**src/rtl/wake_pkg.sv**
```systemverilog
package wake_pkg;

  typedef enum logic [1:0] {
    EXIT_PRI   = 2'd0,
    EXIT_SEC   = 2'd1,
    EXIT_SLEEP = 2'd2
  } exit_mode_e;

  typedef enum logic [2:0] {
    SEL_XTAL = 3'd0,
    SEL_XPLL = 3'd1,
    SEL_EXT  = 3'd2,
    SEL_SLOW = 3'd3,
    SEL_FAST = 3'd4
  } clk_sel_e;

  // strobes from control to the delay datapath
  typedef struct packed {
    logic start;
    logic clear;
    logic enSt;
    logic withPll;
    logic enFast;
  } ctl_t;

  // single-cycle completion pulses back to control
  typedef struct packed {
    logic csd;
    logic st;
    logic fast;
  } done_t;

endpackage

```
**src/rtl/wake_ctr.sv**
```systemverilog
module wake_ctr #(
  parameter int W = 6
) (
  input  logic         clk,
  input  logic         rstN,
  input  logic         tick,
  input  logic         load,
  input  logic         clear,
  input  logic [W-1:0] loadVal,
  output logic         done
);

  logic [W-1:0] cnt;

  always_ff @(posedge clk or negedge rstN) begin
    if (!rstN) begin
      cnt  <= '0;
      done <= 1'b0;
    end else if (clear) begin
      cnt  <= '0;
      done <= 1'b0;
    end else if (load) begin
      cnt  <= loadVal;
      done <= 1'b0;
    end else if (tick && cnt != '0) begin
      cnt  <= cnt - 1'b1;
      done <= (cnt == W'(1));
    end else begin
      done <= 1'b0;
    end
  end

  // counter holds at zero once expired
  p_sat_hold_r12: assert property (@(posedge clk) disable iff (!rstN)
    (cnt == '0 && !load) |=> (cnt == '0));

  // no movement without a tick
  p_tick_gate_r12: assert property (@(posedge clk) disable iff (!rstN)
    (!tick && !load && !clear) |=> $stable(cnt));

  // completion is a single pulse
  p_single_done_r12: assert property (@(posedge clk) disable iff (!rstN)
    done |=> !done);

endmodule

```
**src/rtl/wake_dpath.sv**
```systemverilog
module wake_dpath
  import wake_pkg::*;
#(
  parameter int CSD_LEN = 6,
  parameter int OST_LEN = 20,
  parameter int PLL_LEN = 12,
  parameter int IOB_LEN = 30
) (
  input  logic  clk,
  input  logic  rstN,
  input  logic  refTick,
  input  ctl_t  ctl,
  output done_t dn
);

  localparam int ST_MAX = OST_LEN + PLL_LEN;
  localparam int MAX_A  = (CSD_LEN > ST_MAX) ? CSD_LEN : ST_MAX;
  localparam int MAX_L  = (MAX_A > IOB_LEN) ? MAX_A : IOB_LEN;
  localparam int CW     = $clog2(MAX_L + 1);
  localparam int NCTR   = 3;

  logic [CW-1:0]   ldVal [NCTR];
  logic [NCTR-1:0] ld;
  logic [NCTR-1:0] dnV;

  always_comb begin
    ldVal[0] = CW'(CSD_LEN);
    ldVal[1] = ctl.withPll ? CW'(ST_MAX) : CW'(OST_LEN);
    ldVal[2] = CW'(IOB_LEN);
    ld[0]    = ctl.start;
    ld[1]    = ctl.start & ctl.enSt;
    ld[2]    = ctl.start & ctl.enFast;
  end

  for (genvar i = 0; i < NCTR; i++) begin : g_ctr
    wake_ctr #(.W(CW)) u_ctr (
      .clk     (clk),
      .rstN    (rstN),
      .tick    (refTick),
      .load    (ld[i]),
      .clear   (ctl.clear),
      .loadVal (ldVal[i]),
      .done    (dnV[i])
    );
  end

  assign dn.csd  = dnV[0];
  assign dn.st   = dnV[1];
  assign dn.fast = dnV[2];

endmodule

```
**src/rtl/wake_ctrl.sv**
```systemverilog
module wake_ctrl
  import wake_pkg::*;
(
  input  logic       clk,
  input  logic       rstN,
  input  logic       wakeEvt,
  input  logic       sleepReq,
  input  logic [1:0] exitMode,
  input  logic [2:0] clkSel,
  input  logic       prevFast,
  input  done_t      dn,
  output ctl_t       ctl,
  output logic       cpuRun,
  output logic       xtalReady,
  output logic       fastReady
);

  typedef enum logic {LOWPWR, ACTIVE} st_e;

  st_e        state;
  logic [2:0] selQ;
  logic       needSt, needFast, csdSeen, stSeen;
  logic       startNow, newNeedSt, newNeedFast;
  logic       csdOk, stOk, runNext, selQXtal, stPulse;

  assign stPulse = dn.st;

  always_comb begin
    startNow    = (state == LOWPWR) && wakeEvt && !sleepReq;
    newNeedSt   = (clkSel == SEL_XTAL || clkSel == SEL_XPLL) && (exitMode != EXIT_PRI);
    newNeedFast = (clkSel == SEL_FAST) && (exitMode != EXIT_PRI) && !prevFast;
    ctl.start   = startNow;
    ctl.clear   = sleepReq;
    ctl.enSt    = newNeedSt;
    ctl.withPll = (clkSel == SEL_XPLL);
    ctl.enFast  = newNeedFast;
    selQXtal    = (selQ == SEL_XTAL) || (selQ == SEL_XPLL);
    csdOk       = csdSeen | dn.csd;
    stOk        = !needSt | stSeen | dn.st;
    runNext     = (state == ACTIVE) && csdOk && stOk;
  end

  always_ff @(posedge clk or negedge rstN) begin
    if (!rstN) begin
      state     <= LOWPWR;
      selQ      <= SEL_EXT;
      needSt    <= 1'b0;
      needFast  <= 1'b0;
      csdSeen   <= 1'b0;
      stSeen    <= 1'b0;
      cpuRun    <= 1'b0;
      xtalReady <= 1'b0;
      fastReady <= 1'b0;
    end else if (sleepReq) begin
      state     <= LOWPWR;
      csdSeen   <= 1'b0;
      stSeen    <= 1'b0;
      cpuRun    <= 1'b0;
      xtalReady <= 1'b0;
      fastReady <= 1'b0;
    end else if (startNow) begin
      state     <= ACTIVE;
      selQ      <= clkSel;
      needSt    <= newNeedSt;
      needFast  <= newNeedFast;
      csdSeen   <= 1'b0;
      stSeen    <= 1'b0;
      cpuRun    <= 1'b0;
      xtalReady <= 1'b0;
      fastReady <= 1'b0;
    end else if (state == ACTIVE) begin
      csdSeen   <= csdSeen | dn.csd;
      stSeen    <= stSeen | dn.st;
      cpuRun    <= cpuRun | runNext;
      xtalReady <= xtalReady | (needSt ? dn.st : (runNext & selQXtal));
      fastReady <= fastReady | (needFast ? dn.fast : (runNext & (selQ == SEL_FAST)));
    end
  end

  // execution never starts before the prepare delay has completed
  p_run_after_csd_r2: assert property (@(posedge clk) disable iff (!rstN)
    cpuRun |-> csdSeen);

  // execution gated by the start-up wait when one applies
  p_run_after_st_r3: assert property (@(posedge clk) disable iff (!rstN)
    (cpuRun && needSt) |-> stSeen);

  // crystal flag comes from the start-up counter when a wait applies
  p_xtal_src_r4: assert property (@(posedge clk) disable iff (!rstN)
    ($rose(xtalReady) && needSt) |-> $past(stPulse));

  // no status flags for RC-type clocks
  p_no_rc_flag_r6: assert property (@(posedge clk) disable iff (!rstN)
    (state == ACTIVE && selQ != SEL_XTAL && selQ != SEL_XPLL && selQ != SEL_FAST)
      |-> (!xtalReady && !fastReady));

  // captured context is frozen while awake
  p_ignore_wake_r10: assert property (@(posedge clk) disable iff (!rstN)
    (state == ACTIVE && !sleepReq) |=> (state == ACTIVE && $stable(selQ) && $stable(needSt)));

  // entering low power clears every output
  p_sleep_clear_r11: assert property (@(posedge clk) disable iff (!rstN)
    sleepReq |=> (!cpuRun && !xtalReady && !fastReady));

endmodule

```
**src/rtl/wake_exit_seq.sv**
```systemverilog
module wake_exit_seq #(
  parameter int CSD_LEN = 6,
  parameter int OST_LEN = 20,
  parameter int PLL_LEN = 12,
  parameter int IOB_LEN = 30
) (
  input  logic       clk,
  input  logic       rstN,
  input  logic       refTick,
  input  logic       wakeEvt,
  input  logic       sleepReq,
  input  logic [1:0] exitMode,
  input  logic [2:0] clkSel,
  input  logic       prevFast,
  output logic       cpuRun,
  output logic       xtalReady,
  output logic       fastReady
);

  wake_pkg::ctl_t  ctl;
  wake_pkg::done_t dn;

  wake_ctrl u_ctrl (
    .clk       (clk),
    .rstN      (rstN),
    .wakeEvt   (wakeEvt),
    .sleepReq  (sleepReq),
    .exitMode  (exitMode),
    .clkSel    (clkSel),
    .prevFast  (prevFast),
    .dn        (dn),
    .ctl       (ctl),
    .cpuRun    (cpuRun),
    .xtalReady (xtalReady),
    .fastReady (fastReady)
  );

  wake_dpath #(
    .CSD_LEN (CSD_LEN),
    .OST_LEN (OST_LEN),
    .PLL_LEN (PLL_LEN),
    .IOB_LEN (IOB_LEN)
  ) u_dpath (
    .clk     (clk),
    .rstN    (rstN),
    .refTick (refTick),
    .ctl     (ctl),
    .dn      (dn)
  );

endmodule

```
**config.mk**
```make
export PLATFORM = sky130hd
export DESIGN_NAME = wake_exit_seq
export DESIGN_NICKNAME = d
export VERILOG_FILES = /design/src/rtl/wake_pkg.sv /design/src/rtl/wake_ctr.sv /design/src/rtl/wake_dpath.sv /design/src/rtl/wake_ctrl.sv /design/src/rtl/wake_exit_seq.sv
export SDC_FILE = /design/constraint.sdc
export NUM_CORES = 1
export LEC_CHECK = 0
export ABC_AREA = 1
export BUFFER_PORTS_ARGS = -buffer_cell sky130_fd_sc_hd__buf_4
export CAP_MARGIN = 10
export CORE_MARGIN = 2
export CORE_UTILIZATION = 55
export CTS_CLUSTER_DIAMETER = 30
export DETAILED_ROUTE_END_ITERATION = 7
export PLACE_DENSITY_LB_ADDON = 0.05
export SETUP_SLACK_MARGIN = 0.2
export SLEW_MARGIN = 20
export SYNTH_ARGS = -nofsm -noshare
export SYNTH_HDL_FRONTEND = slang
export SYNTH_SLANG_ARGS = --single-unit
```
**constraint.sdc**
```tcl
create_clock -name clk -period 2.76 [get_ports clk]
set_input_delay 0.414 -clock clk [delete_from_list [all_inputs] [get_ports clk]]
set_output_delay 0.414 -clock clk [all_outputs]
set_load 0.01 [all_outputs]
```
==> summary.txt, run 1 <==
Outcome
  – Status: finished clean

Setup path
  – Crit Path Class: reg2reg
  – Crit. End Element: register
  – CP delay by family, top: simple AND/OR/NAND/NOR gates
  – Worst setup SP type: register
  – Crit-path most repeated cell: nand2_1
  – CP required: 2.98 ns
  – Slowest-stage cell, CP: dfrtp_1
  – Buf+Inv Stages, Crit Path: 2
  – Crit path cell chain: inv_1, ha_1, nand3_1, nand2_1, inv_1, nand2_1, nand2_1, nand2_1, nand2_1
  – Critical Path Fanout Max: 11
  – Crit path largest cell delay: 0.42 ns
  – Worst EP arrival: 1.82 ns

Synth
  – Share of Yosys cell area claimed by the top area cell type: 42.1%
  – Synth cell count leaders: 73 x nand2_1, 31 x dfrtp_1, 28 x nor2_1
  – Top-count cell post-synth: nand2_1
  – Syn_nets: 265
  – Seq/Total Area, Yosys: 43.5%
  – Synth Instances: 245
  – Cell taking the most area after synthesis: dfrtp_1
  – Synth area leaders: dfrtp_1 42%, nand2_1 15%, ha_1 6.1%
  – Synthesized flop and latch total: 32
  – Yosys warns: 0
  – Yosys cell types: 25
  – Main synth FF type: dfrtp_1
  – Syn Area/Cell: 7.52 µm²
  – Synth Cell Area: 1840 µm²
  – Post-synth EDFFs: 0
  – Post-synth ARST share: 100%

Detailed routing
  – DR vias/cell: 5.07
  – Detailed Routing Iterations Pass 1: 4
  – WL final: 3.54 mm
  – # DRC: 0
  – Post-DR wirelength/cell: 11.5 µm
  – Vias post-DR: 1562
  – DR iter-0 viols: 137
  – Post-DRT Antenna Nets: 0

Clocking
  – H-tree depth: 2
  – Worst-skew pair later-pin latency: 0.33 ns
  – CTS root buf: clkbuf_4
  – Clk sinks: 32
  – Max clock buf depth: 2
  – Post-CTS resize count: 0
  – CTS clk-pin slew, worst paths: 0.10 ns
  – TritonCTS clock tree: yes
  – # Post-CTS Setup Buffers: 0
  – CTS Hold Buffers Added: 0
  – CTS buffer count: 5

Global route
  – Largest net degree at the start of global routing: 33
  – Global-route wire length before repair: 5.89 mm
  – Initial antenna violation count: 0
  – Number of global-route vias before repair: 1359
  – Total GRT Usage: 21.1%
  – Total grt overflow: 0

Die
  – Die Height: 61.9 µm
  – Die area: 3830 µm²
  – Starting Density: 56.1%
  – Die X: 61.9 µm
  – Rows: 21
  – Core box area: 3280 µm²
  – Io pins: 14

Timing
  – Final setup viols: 0
  – Final worst slack: 1.16 ns
  – Post-route clock period utilization: 58.0%
  – Max_slew headroom: 70.9%
  – Final hold slack: 0.000502 ns
  – Min Tclk post-route: 1.60 ns
  – Worst-Margin Slew: 0.431 ns
  – Final setup TNS: 0 ns
  – RSZ-0062 raised after global routing: no
  – F_max: 0.625 GHz
  – Endpoints failing hold: 0
  – Slew Viols, Final: 0
  – Layout Skew: 0.00772 ns

Place
  – HPWL reported at the end of detailed placement: 2.59 mm
  – Placement Cell Area: 1980 µm²
  – GPL Wtd Cong: 0.843
  – Worst slack at placement: 1.12 ns
  – Port bufs: 13

Run
  – Max cap viols: 0

Pwr
  – Maximum vdd ir drop: 0.594 mV
  – PwrDens: 820 nW/µm²
  – Leak pwr: 0.00106 µW
  – Tot Pwr: 1680 µW

Layout
  – Share of layout cells above drive strength 1: 13.7%
  – Design area: 2040 µm²
  – N_diodes: 0
  – Final net count: 282
  – Syn-to-layout area delta: 10.9%

Min path
  – Min-delay worst type: in2async
==> layout make-up <==
cell class	instances	area [µm²]
fillers	308	1240
inverters	30	113
flip-flops and latches	32	802
clock buffers	7	65.1
repair buffers	14	105
multi-input cells	179	901
well taps	46	57.6
==> worst register-to-register path: stages (launching register included) <==
cell and delay [ns]:
dfrtp_1 0.42, inv_1 0.17, ha_1 0.18, nand3_1 0.08, nand2_1 0.27, inv_1 0.13, nand2_1 0.09, nand2_1 0.05
nand2_1 0.06, nand2_1 0.05
==> placed cells by master (no fill, tap or decap), types with 5 or more instances in the layout <==
| master | count |
|---|---|
| nand2_1 | 73 |
| dfrtp_1 | 31 |
| nor2_1 | 28 |
| inv_1 | 23 |
| nand3_1 | 16 |
| a21oi_1 | 16 |
| buf_4 | 14 |
| o21ai_0 | 11 |
| ha_1 | 9 |
| inv_2 | 7 |
| nand4_1 | 6 |
| nor3_1 | 5 |
| clkbuf_4 | 5 |
==> final timing paths <==
check | startpoint | slack (ns) | cells past startpoint | end
max | u_dpath.g_ctr[2].u_ctr.cnt[0] | 1.16 | 9 | u_dpath.g_ctr[2].u_ctr.cnt[4]
min | rstN | 0.0005 | 1 | u_ctrl.cpuRun
max reg2reg | u_dpath.g_ctr[2].u_ctr.cnt[0] | 1.16 | 9 | u_dpath.g_ctr[2].u_ctr.cnt[4]
min reg2reg | u_ctrl.selQ[1] | 0.49 | 2 | u_ctrl.selQ[1]
max in group asynchronous | rstN | 2.43 | 1 | u_ctrl.selQ[1]
min in group clk | sleepReq | 0.29 | 2 | u_ctrl.csdSeen
==> through the flow <==
stage / util, % / instances
after floorplan: - / 245
after global placement: 60.2 / 301
after detailed placement: 60.2 / 301
after CTS: 62.2 / 308
after global routing: 62.2 / 308
final: 62.2 / 308
==> metal layers <==
layer  GRT usage, %  vias up  routed length [µm]
li1               -      819                   -
met1           29.2      711                1730
met2           32.8       27                1640
met3           5.59        5                 131
met4           5.78        0                  41
met5              0        -                   0
==> power by group <==
part | internal, µW | leakage (µW) | switching (µW)
Clock | 145 | 0.0000374 | 161
Combinational | 274 | 0.000595 | 436
Sequential | 564 | 0.000426 | 96.3
==> state kept, by name, summed over array words and instances (netlist names) <==
register and count:
u_ctrl.xtalReady 1, u_dpath.g_ctr.u_ctr.done 3, u_ctrl.cpuRun 1, u_ctrl.selQ 3, u_ctrl.needSt 1, u_ctrl.stSeen 1, u_ctrl.fastReady 1, u_ctrl.state 1
u_ctrl.csdSeen 1, u_dpath.g_ctr.u_ctr.cnt 18, u_ctrl.needFast 1
==> cell families (layout without fill, tap and decap cells) <==
kind of cell,Yosys count,in the layout,share of synthesized area (%)
and+or+nand+nor,138,138,33.4
buffers and inverters,34,51,7.54
DFF,32,32,43.5
AOI/OAI and AO/OA,29,29,7.95
adders and majority gates,9,9,6.11
xor gates and xnor gates,3,3,1.43
No activity file was read; power rests on OpenSTA's default activity.
==> run 2, diff against run 1 <==
CORE_UTILIZATION = 53   (was 55)
clock period = 1.4 ns   (was 2.76 ns; I/O delays follow)
==> summary.txt, run 2 (synthesis results as in run 1) <==
Layout
  – Final net count: 326
  – Most frequent cells in the layout: 64 x nand2_1, 46 x buf_4, 29 x dfrtp_1, 18 x nor2_1, 16 x inv_1
  – Share of layout cells above drive strength 1: 42.7%
  – Commonest non-fill, non-tap cell in the layout: nand2_1
  – N_diodes: 0
  – Number of flip-flops under the largest register name: 18
  – Post-layout util: 83.2%
  – Largest regs: u_dpath.g_ctr.u_ctr.cnt: 18 flops, u_ctrl.selQ: 3 flops, u_dpath.g_ctr.u_ctr.done: 3 flops
  – Syn-to-layout area delta: 50.7%
  – Largest register by flop count: u_dpath.g_ctr.u_ctr.cnt

Min path
  – Min-delay worst type: in2reg
  – Hold EP: u_ctrl.selQ[1]
  – Hold Crit Start: clkSel[1]
  – Hold depth: 3

Setup path
  – Crit path cell chain: inv_2, buf_6, ha_4, nor3b_4, nand3_1, a21oi_1
  – Reg-to-Reg Start: u_dpath.g_ctr[0].u_ctr.cnt[1]
  – Worst R2R End: u_dpath.g_ctr[0].u_ctr.cnt[4]
  – Crit path largest cell delay: 0.41 ns
  – CP required: 1.69 ns
  – Crit. End Element: register
  – Worst Reg-to-Reg Cells: 6
  – Slowest-stage cell, CP: dfrtp_1
  – Worst EP arrival: 1.59 ns
  – Critical Path Fanout Max: 4
  – Worst setup SP type: register
  – Crit Path Class: reg2reg
  – Setup slack, reg-to-reg: 0.10 ns

Clocking
  – H-tree depth: 2
  – CTS root buf: clkbuf_4
  – Worst-skew pair later-pin latency: 0.35 ns
  – CTS buffer count: 5
  – Clk sinks: 32
  – CTS clk-pin slew, worst paths: 0.11 ns
  – Max clock buf depth: 2
  – TritonCTS clock tree: yes

Place
  – Port bufs: 13
  – HPWL reported at the end of detailed placement: 2.75 mm
  – GPL Wtd Cong: 0.845

Global route
  – Number of global-route vias before repair: 1743
  – Total grt overflow: 0
  – Total GRT Usage: 24.4%
  – Initial antenna violation count: 0
  – Largest net degree at the start of global routing: 33
  – Global-route wire length before repair: 7.58 mm

Die
  – Starting Density: 55.2%
  – Core box area: 3340 µm²
  – Die Height: 63.0 µm
  – Rows: 21
  – Io pins: 14
  – Die area: 3960 µm²
  – Die X: 63.0 µm

Run
  – Max cap viols: 0

Detailed routing
  – Post-DRT Antenna Nets: 0
  – # DRC: 0
  – Vias post-DR: 1933
  – DR vias/cell: 5.48
  – WL final: 5.64 mm
  – Detailed Routing Iterations Pass 1: 4
  – Post-DR wirelength/cell: 16.0 µm
  – DR iter-0 viols: 162

Pwr
  – Maximum vdd ir drop: 1.32 mV
  – PwrDens: 1770 nW/µm²
  – Leak pwr: 0.00134 µW

Timing
  – Slew Viols, Final: 0
  – Final setup viols: 0
  – Post-route clock period utilization: 92.8%
  – Final setup TNS: 0 ns
  – Worst-Margin Slew: 0.528 ns
  – RSZ-0062 raised after global routing: yes
  – Min Tclk post-route: 1.30 ns
  – Layout Skew: 0.0114 ns
  – Max_slew headroom: 64.6%
  – Endpoints failing hold: 0
  – F_max: 0.769 GHz

Outcome
  – Status: finished clean
run 2: cell count changes in the layout (fill, tap and decap cells not counted), sizes merged:
| cell | before | now |
|---|---|---|
| dlygate4sd3 | 0 | 1 |
| nand4 | 7 | 8 |
| clkbuf | 7 | 5 |
| buf | 14 | 55 |
| clkinvlp | 0 | 1 |
| inv | 30 | 31 |
| clkinv | 0 | 1 |
| bufinv | 0 | 1 |
run 2: where the power goes:
group          total [µW]  internal, µW  switching (µW)
sequential           1320          1110             203
combinational        2860          1330            1530
clock                 724           372             352
total                4900          2820            2090
run 2: area by class of cell:
type                       instances  area [µm²]
clock buffer                       5        37.5
clock inverter                     3        42.5
fill                             200         562
inverter                          30         125
multi-input combinational        180        1240
sequential                        32         805
tap                               46        57.6
timing repair buffer              56         457
timing repair inverter             1        6.26
run 2: timing repair:
item,CTS,global route
buffers inserted,13,14
hold buffers,1,0
gates resized for setup,31,65
hold endpoints to repair,31,0
pin swaps,6,22
cloned,0,2
endpoints found under the setup margin,21,21
run 2: critical path, delay by kind of cell (launching register included):
family          cells  cell delay (ns)
flops               1             0.41
simple gates        2             0.31
buf+inv             2             0.25
fa+ha+maj           1             0.13
compound gates      1             0.13
run 2: how the worst max path moves through the flow:
| stage | slack (ns) | depth (start not counted) | from | endpoint |
|---|---|---|---|---|
| after global placement | 0.05 | 7 | u_dpath.g_ctr[1].u_ctr.cnt[0] | u_dpath.g_ctr[1].u_ctr.cnt[5] |
| after floorplan | 0.20 | 8 | u_dpath.g_ctr[2].u_ctr.cnt[0] | u_dpath.g_ctr[2].u_ctr.cnt[2] |
| after CTS | 0.15 | 9 | u_dpath.g_ctr[1].u_ctr.cnt[0] | u_dpath.g_ctr[1].u_ctr.cnt[3] |
| after global routing | 0.02 | 7 | u_dpath.g_ctr[1].u_ctr.cnt[0] | u_dpath.g_ctr[1].u_ctr.cnt[4] |
| final | 0.10 | 6 | u_dpath.g_ctr[0].u_ctr.cnt[1] | u_dpath.g_ctr[0].u_ctr.cnt[4] |
| after detailed placement | 0.04 | 7 | u_dpath.g_ctr[1].u_ctr.cnt[0] | u_dpath.g_ctr[1].u_ctr.cnt[5] |
run 2: routing by layer:
metal  vias up  track usage [%]  wire length [µm]  share of wire [%]
li1        909                -                 -                  -
met1       933             29.0              2240                 40
met5         -                0                 0                  0
met4         0             10.6               280                5.0
met3        28             5.95               235                4.2
met2        63             41.6              2890                 51
run 2: through the flow:
step	hold slack, ns	power, µW	area [µm²]	std cells	setup WS [ns]
6_report	0.0779	4900	2780	353	0.100
4_1_cts	0.0688	4000	2370	337	0.155
2_1_floorplan	-0.0856	2440	1850	245	0.202
5_1_grt	0.0771	5250	2780	353	0.0221
3_5_place_dp	0.169	2920	2090	315	0.0413
3_3_place_gp	0.172	2890	2090	315	0.0501
